**config.mk**
```make
export PLATFORM = sky130hd
export DESIGN_NAME = gpio_port_ctrl
export DESIGN_NICKNAME = d
export VERILOG_FILES = /design/src/rtl/gpio_port_pkg.sv /design/src/rtl/gpio_port_regs.sv /design/src/rtl/gpio_pin_slice.sv /design/src/rtl/gpio_port_ctrl.sv
export SDC_FILE = /design/constraint.sdc
export NUM_CORES = 1
export LEC_CHECK = 0
export ABC_AREA = 1
export BUFFER_PORTS_ARGS = -buffer_cell sky130_fd_sc_hd__buf_4
export CAP_MARGIN = 20
export CORE_ASPECT_RATIO = 1.2
export CORE_UTILIZATION = 55
export CTS_BUF_LIST = sky130_fd_sc_hd__clkbuf_4 sky130_fd_sc_hd__clkbuf_8 sky130_fd_sc_hd__clkbuf_16
export CTS_CLUSTER_DIAMETER = 120
export CTS_CLUSTER_SIZE = 16
export DETAILED_ROUTE_END_ITERATION = 16
export PLACE_DENSITY = 0.79
export SLEW_MARGIN = 10
export SYNTH_ARGS = -nofsm -noshare
export SYNTH_HDL_FRONTEND = slang
export SYNTH_SLANG_ARGS = --single-unit
```
**constraint.sdc**
```tcl
create_clock -name clk -period 5.4 [get_ports clk]
set_input_delay 1.08 -clock clk [delete_from_list [all_inputs] [get_ports clk]]
set_output_delay 1.08 -clock clk [all_outputs]
set_load 0.05 [all_outputs]
```
**src/rtl/gpio_port_pkg.sv**
```systemverilog
package gpio_port_pkg;

  localparam int CTRL_W      = 8;
  localparam int DATA_OFS    = 0;
  localparam int ODSEL_OFS   = 1;
  localparam int CTRL_STRIDE = 8;
  localparam logic [CTRL_W-1:0] CTRL_RST = 8'h80;

  typedef enum logic [1:0] {
    PM_IN  = 2'd0,
    PM_OUT = 2'd1,
    PM_ALT = 2'd2
  } pin_mode_e;

  // Direction bits are control bits [7:6]; 2'b11 is treated as input.
  function automatic pin_mode_e decode_mode(input logic [1:0] dir_bits);
    case (dir_bits)
      2'b01:   decode_mode = PM_OUT;
      2'b00:   decode_mode = PM_ALT;
      default: decode_mode = PM_IN;
    endcase
  endfunction

endpackage

```
**src/rtl/gpio_port_regs.sv**
```systemverilog
module gpio_port_regs
  import gpio_port_pkg::*;
#(
  parameter int PINS      = 8,
  parameter int ADDR_W    = 8,
  parameter int CTRL_BASE = 8
) (
  input  logic                          clk,
  input  logic                          rst_n,
  input  logic                          sel,
  input  logic                          we,
  input  logic [ADDR_W-1:0]             addr,
  input  logic [CTRL_W-1:0]             wdata,
  input  logic [PINS-1:0]               pad_lvl,
  output logic [CTRL_W-1:0]             rdata,
  output logic [PINS-1:0][CTRL_W-1:0]   ctrl_q,
  output logic [PINS-1:0]               od_q,
  output logic [PINS-1:0]               data_q
);

  logic              wr_data;
  logic              wr_od;
  logic [PINS-1:0]   wr_ctrl;
  logic              rd_en;
  logic [CTRL_W-1:0] rd_d;
  logic [CTRL_W-1:0] rdata_q;

  // Write decode
  assign wr_data = sel & we & (addr == ADDR_W'(DATA_OFS));
  assign wr_od   = sel & we & (addr == ADDR_W'(ODSEL_OFS));
  assign rd_en   = sel & ~we;

  for (genvar i = 0; i < PINS; i++) begin : g_wdec
    assign wr_ctrl[i] = sel & we & (addr == ADDR_W'(CTRL_BASE + i));
  end

  // Read mux (next state of the read register)
  always_comb begin
    rd_d = '0;
    if (addr == ADDR_W'(DATA_OFS)) begin
      rd_d[PINS-1:0] = pad_lvl;
    end else if (addr == ADDR_W'(ODSEL_OFS)) begin
      rd_d[PINS-1:0] = od_q;
    end else begin
      for (int i = 0; i < PINS; i++) begin
        if (addr == ADDR_W'(CTRL_BASE + i)) rd_d = ctrl_q[i];
      end
    end
  end

  // Registers with explicit enables
  always_ff @(posedge clk or negedge rst_n) begin
    if (!rst_n) begin
      data_q <= '0;
    end else if (wr_data) begin
      data_q <= wdata[PINS-1:0];
    end
  end

  always_ff @(posedge clk or negedge rst_n) begin
    if (!rst_n) begin
      od_q <= '0;
    end else if (wr_od) begin
      od_q <= wdata[PINS-1:0];
    end
  end

  always_ff @(posedge clk or negedge rst_n) begin
    if (!rst_n) begin
      for (int i = 0; i < PINS; i++) ctrl_q[i] <= CTRL_RST;
    end else begin
      for (int i = 0; i < PINS; i++) begin
        if (wr_ctrl[i]) ctrl_q[i] <= wdata;
      end
    end
  end

  always_ff @(posedge clk or negedge rst_n) begin
    if (!rst_n) begin
      rdata_q <= '0;
    end else if (rd_en) begin
      rdata_q <= rd_d;
    end
  end

  assign rdata = rdata_q;


  data_wr_chk: assert property (@(posedge clk) disable iff (!rst_n)
    (sel && we && addr == ADDR_W'(DATA_OFS)) |=> (data_q == $past(wdata[PINS-1:0])));


  rd_lvl_chk: assert property (@(posedge clk) disable iff (!rst_n)
    (sel && !we && addr == ADDR_W'(DATA_OFS)) |=> (rdata[PINS-1:0] == $past(pad_lvl)));


  od_hold_chk: assert property (@(posedge clk) disable iff (!rst_n)
    !(sel && we && addr == ADDR_W'(ODSEL_OFS)) |=> $stable(od_q));

endmodule

```
**src/rtl/gpio_pin_slice.sv**
```systemverilog
module gpio_pin_slice
  import gpio_port_pkg::*;
(
  input  logic       clk,
  input  logic       rst_n,
  input  logic [1:0] dir_bits,
  input  logic       pu_bit,
  input  logic       pd_bit,
  input  logic       od_sel,
  input  logic       out_val,
  input  logic       alt_out,
  input  logic       alt_oe,
  input  logic       pad_lvl,
  output logic       pad_out,
  output logic       pad_oe,
  output logic       pad_pu,
  output logic       pad_pd,
  output logic       alt_in
);

  pin_mode_e mode;

  assign mode = decode_mode(dir_bits);

  always_comb begin
    pad_out = 1'b0;
    pad_oe  = 1'b0;
    alt_in  = 1'b0;
    case (mode)
      PM_OUT: begin
        pad_out = od_sel ? 1'b0 : out_val;
        pad_oe  = od_sel ? ~out_val : 1'b1;
      end
      PM_ALT: begin
        pad_out = alt_out;
        pad_oe  = alt_oe;
        alt_in  = pad_lvl;
      end
      default: begin
        pad_out = 1'b0;
        pad_oe  = 1'b0;
      end
    endcase
  end

  // Pull-up has priority over pull-down
  assign pad_pu = pu_bit;
  assign pad_pd = pd_bit & ~pu_bit;


  in_nodrive_chk: assert property (@(posedge clk) disable iff (!rst_n)
    dir_bits[1] |-> !pad_oe);


  od_release_chk: assert property (@(posedge clk) disable iff (!rst_n)
    (dir_bits == 2'b01 && od_sel && out_val) |-> !pad_oe);


  alt_pass_chk: assert property (@(posedge clk) disable iff (!rst_n)
    (dir_bits == 2'b00) |-> (pad_oe == alt_oe && pad_out == alt_out));


  pull_excl_chk: assert property (@(posedge clk) disable iff (!rst_n)
    !(pad_pu && pad_pd));

endmodule

```
**src/rtl/gpio_port_ctrl.sv**
```systemverilog
module gpio_port_ctrl
  import gpio_port_pkg::*;
#(
  parameter int PORT_IDX = 0,
  parameter int PINS     = 8,
  parameter int ADDR_W   = 8
) (
  input  logic              clk,
  input  logic              rst_n,
  input  logic              bus_sel,
  input  logic              bus_we,
  input  logic [ADDR_W-1:0] bus_addr,
  input  logic [7:0]        bus_wdata,
  output logic [7:0]        bus_rdata,
  input  logic [PINS-1:0]   alt_out,
  input  logic [PINS-1:0]   alt_oe,
  output logic [PINS-1:0]   alt_in,
  input  logic [PINS-1:0]   pad_in,
  output logic [PINS-1:0]   pad_out,
  output logic [PINS-1:0]   pad_oe,
  output logic [PINS-1:0]   pad_pu,
  output logic [PINS-1:0]   pad_pd
);

  localparam int CTRL_BASE = PORT_IDX * CTRL_STRIDE + CTRL_STRIDE;

  logic [1:0]                rst_sync_q;
  logic                      rst_int_n;
  logic [PINS-1:0][CTRL_W-1:0] ctrl_q;
  logic [PINS-1:0]           od_q;
  logic [PINS-1:0]           data_q;

  // Asynchronous assertion, synchronous release
  always_ff @(posedge clk or negedge rst_n) begin
    if (!rst_n) begin
      rst_sync_q <= '0;
    end else begin
      rst_sync_q <= {rst_sync_q[0], 1'b1};
    end
  end

  assign rst_int_n = rst_sync_q[1];

  gpio_port_regs #(
    .PINS      (PINS),
    .ADDR_W    (ADDR_W),
    .CTRL_BASE (CTRL_BASE)
  ) u_regs (
    .clk     (clk),
    .rst_n   (rst_int_n),
    .sel     (bus_sel),
    .we      (bus_we),
    .addr    (bus_addr),
    .wdata   (bus_wdata),
    .pad_lvl (pad_in),
    .rdata   (bus_rdata),
    .ctrl_q  (ctrl_q),
    .od_q    (od_q),
    .data_q  (data_q)
  );

  for (genvar i = 0; i < PINS; i++) begin : g_pin
    gpio_pin_slice u_pin (
      .clk      (clk),
      .rst_n    (rst_int_n),
      .dir_bits (ctrl_q[i][7:6]),
      .pu_bit   (ctrl_q[i][2]),
      .pd_bit   (ctrl_q[i][1]),
      .od_sel   (od_q[i]),
      .out_val  (data_q[i]),
      .alt_out  (alt_out[i]),
      .alt_oe   (alt_oe[i]),
      .pad_lvl  (pad_in[i]),
      .pad_out  (pad_out[i]),
      .pad_oe   (pad_oe[i]),
      .pad_pu   (pad_pu[i]),
      .pad_pd   (pad_pd[i]),
      .alt_in   (alt_in[i])
    );
  end


  rst_quiet_chk: assert property (@(posedge clk) disable iff (!rst_int_n)
    $rose(rst_int_n) |-> (pad_oe == '0 && pad_pu == '0 && pad_pd == '0));

endmodule

```
# Word-level counts from Yosys, hierarchy flattened
# Cells that the tools add are included.
# classes
n_reduce_logical	9
mux	58
eq_ne	33
bitwise	37
# op_table
operator	n
8-bit two-way mux	10
8-bit by 4-bit == test with 1-bit output (second input constant)	8
2-bit by 1-bit == test with 1-bit output (second input constant)	16
1-bit one-hot mux with 2 select lines	16
2-bit one-hot mux with 2 select lines	8
1-bit two-way mux	24
1-bit AND	20
1-bit NOT	17
2-bit == test (second input constant)	8
2-bit logical NOT	8
8-bit by 1-bit == test with 1-bit output (second input constant)	1
8-bit logical NOT	1
# totals
out_inout_bits	48
elab_cells	149
register_bits	90
in_bits	44

# Longest topological paths before layout
# depth
depth_word	11
ltp_mapped	13
depth_no_buf	13

# Modules after synthesis
# From an unflattened synthesis, not the netlist that was laid out.
# hier_totals
cells_unflattened	621
area_unflattened_um2	4818.4
# modules_own_cells
module	area_each_um2	n_inst	cells_per_inst	seq_area_each_um2
gpio_port_regs	4204.0	1	490	2212.1
gpio_pin_slice	70.1	8	16	0.0
gpio_port_ctrl	53.8	1	3	50.0

# Worst setup path before layout
# Ideal clock, no wire load.
# synth_timing
path_type	input -> output
start	input port alt_oe[0]
end	output port pad_oe[0]
required_time_ps	4320
path_slack_ps	2875
arrival_ps	1445
n_path_buf	1
stages	3
path_cell_list	inv_1 o21ai_0 buf_4
# synth_via
elab_chain_len	1
# synth_lines
item	line	source
start, declared	gpio_port_ctrl.sv:16	input logic [PINS-1:0] alt_oe,
1-bit one-hot mux with 2 select lines	gpio_pin_slice.sv:29	case (mode)
end, declared	gpio_port_ctrl.sv:20	output logic [PINS-1:0] pad_oe,
# No other way between the ends.

# Worst setup path in the final report
# layout_timing
start	input port pad_in[2]
end	output port alt_in[2]
# layout_via
elab_chain_len	1
# layout_lines
item	line	source
start, declared	gpio_port_ctrl.sv:18	input logic [PINS-1:0] pad_in,
1-bit two-way mux	gpio_pin_slice.sv:29	
end, declared	gpio_port_ctrl.sv:17	output logic [PINS-1:0] alt_in,
# No other way between the ends.

==> metrics.md <==
| Metric | Value |
|---|---|
| CTS buffer count | 9 |
| Most frequent cells in the layout | 167 x nand2_1, 91 x buf_4, 81 x dfrtp_1 |
| Cts repair resizes | 0 |
| Synthesized area | 5000 µm² |
| Nets | 724 |
| Crit path launch type | input port |
| Cts hold-fix bufs | 0 |
| Avg Synthesized Cell Area | 7.93 µm² |
| Mux share of post-synthesis cell area | 0 |
| Worst-margin pin slew | 1.06 ns |
| Period utilization | 0.497 |
| Commonest non-fill, non-tap cell in the layout | nand2_1 |
| Total power | 1.40 mW |
| Overall die width | 89.1 µm |
| Complex-gate fraction of the synthesized area | 0.116 |
| Yosys cell types | 32 |
| GRT overflow | 0 |
| GRT Resource Usage Total | 0.276 |
| Hold slack | 0.305 ns |
| First-pass GRT wire length | 19.4 mm |
| Gate Count Post-Synth | 631 |
| Adder-cell share of the synthesized area | 0 |
| Leakage | 2.85 nW |
| Clk sinks | 90 |
| Flops & latches, synth | 90 |
| Total placed cells including tap cells | 785 |
| Crit path DAT | 1.61 ns |
| Setup total negative slack | 0 ns |
| Worst reg2reg path startpoint | u_regs.ctrl_q[1] |
| Port Buffers | 91 |
| RD Place Congestion | 0.872 |
| CP max FO | 2 |
| Fin util | 0.651 |
| P&R area growth vs syn | 13.3% |
| Postcts setup bufs | 0 |
| Layout cells sized above 1 | 0.244 |
| DRT iter0 DRCs | 313 |
| Initial antenna violation count | 0 |
| Dpl hpwl | 8.49 mm |
| Max frequency | 372 MHz |
| Die height | 106 µm |
| Setup WS pre-CTS | 2.48 ns |
| Vias | 4,238 |
| Cell Int Power | 1.03 mW |
| Post-synth top area share | 0.410 |
| Top Ports | 92 |
| Final Max Slew Viols | 0 |
| Syn nets | 675 |
| Power per standard cell area | 248 nW/µm² |
| Sw Ratio | 0.267 |
| Num rows | 37 |
| Setup CP Type | in2out |
| CTS tree | yes |
| Fin. Hold Viols | 0 |
| Via/cell ratio | 5.28 |
| VDD IR max | 0.000143 V |
| Relative slew slack | 0.286 |
| Root Driver | clkbuf_8 |
| Layout Cells excl Fill | 802 |
| H-tree depth | 3 |
| Main combinational cell family by area after synthesis | simple AND/OR/NAND/NOR gates |
| Logic gate share of total power | 0.126 |
| Synth area leaders | dfrtp_1 41%, nand2_1 13%, buf_4 6.2% |
| RSZ-0062 raised after global routing | false |
| Post-DRT Antenna Nets | 0 |
| Largest net degree at the start of global routing | 89 |
| Post-Synth XOR/XNOR Area | 0 |
| Clock power frac | 0.367 |
| Die area | 9480 µm² |
| # setup viols final | 0 |
| CTS max path bufs | 2 |
| DRT Pass-1 Iters | 4 |
| Max Cap Viol | 0 |
| Finished layout cell area | 5670 µm² |
| Synth Area in Simple Gates | 0.294 |
| Final WS setup | 2.71 ns |
| Sequential Power Share | 0.507 |
| Initial core utilization | 0.575 |
| DP Area | 5410 µm² |
| Clk_skew | 0.0108 ns |
| Hold Crit Class | reg2async |
| Worst Setup End Kind | output pin |
| Dominant cell type by area after synthesis | dfrtp_1 |
| Crit path time final | 2.69 ns |
| ANT cells | 0 |
| Area of the core | 8700 µm² |
| Vias in the first global route | 4,014 |
| Register area share after synthesis | 0.452 |
| WP data required | 4.32 ns |
| WL/cell | 15.2 µm |
| Sw Pwr | 375 µW |
| Clk_lat worst skew | 0.37 ns |
| Status | completed |
| DRC Markers | 0 |
| Clk slew on worst S/H paths | 0.08 ns |
| Critical Path Start | pad_in[2] |
| Yosys warning count | 0 |
| Drt total wl | 12.2 mm |
## path summary, 6_finish.rpt
path | slack, ns | cells past startpoint | to
max in group asynchronous | 4.40 | 1 | u_regs.ctrl_q[7]
worst min register to register | 0.31 | 0 | u_regs.ctrl_q[37]
worst min-delay path | 0.31 | 0 | u_regs.ctrl_q[37]
worst max-delay path | 2.71 | 4 | alt_in[2]
min in group clk | 0.36 | 0 | rst_sync_q[1]
worst max register to register | 3.95 | 8 | u_regs.rdata[1]
## area by class of cell
type	instances	area, µm²
clock buffer	11	145
timing repair buffer	92	711
sequential	90	2270
tap	117	146
clock inverter	5	78.8
fill	781	3040
multi-input combinational	416	2050
inverter	71	267
## power by group through the flow
| stage | logic [mW] | registers, mW | clock network [mW] |
|---|---|---|---|
| 3_3_place_gp | 0.164 | 0.731 | 0 |
| 6_report | 0.177 | 0.712 | 0.516 |
| 3_5_place_dp | 0.168 | 0.732 | 0 |
| 2_1_floorplan | 0.124 | 0.725 | 0 |
| 5_1_grt | 0.192 | 0.715 | 0.548 |
| 4_1_cts | 0.168 | 0.719 | 0.517 |
## registers in the layout, summed over array words and instances, names as in the netlist
name	cells
u_regs.ctrl_q	64
rst_sync_q	2
u_regs.rdata	8
u_regs.od_q	8
u_regs.data_q	8
## logic make-up (layout without fill, tap and decap cells)
family,Yosys count,after routing
AND/OR/NAND/NOR,309,309
buffers and inverters,125,179
AO/OA/AOI/OAI,106,106
flip-flops,90,90
other,1,1
## per-layer routing
metal	up-vias	GRT usage	part of all wire
met5	-	0	0
li1	2080	-	-
met4	0	0.137	0.029
met3	25	0.0334	0.054
met2	147	0.458	0.50
met1	1986	0.354	0.41
## cells in the mapped netlist (all sizes together)
master	count
nand3b	3
nand3	47
inv	71
nand4	10
conb	1
nand2	184
nor2	54
nor3	7
o21ai	86
o41ai	2
a21oi	17
clkbuf	1
dfstp	8
o31ai	1
dfrtp	82
buf	53
or2	3
nor4	1
## critical path, cell delays in order
cell,delay (ns)
buf_4,0.08
inv_1,0.08
nor3_1,0.14
buf_4,0.22
Power figures use the tool's default switching activity.
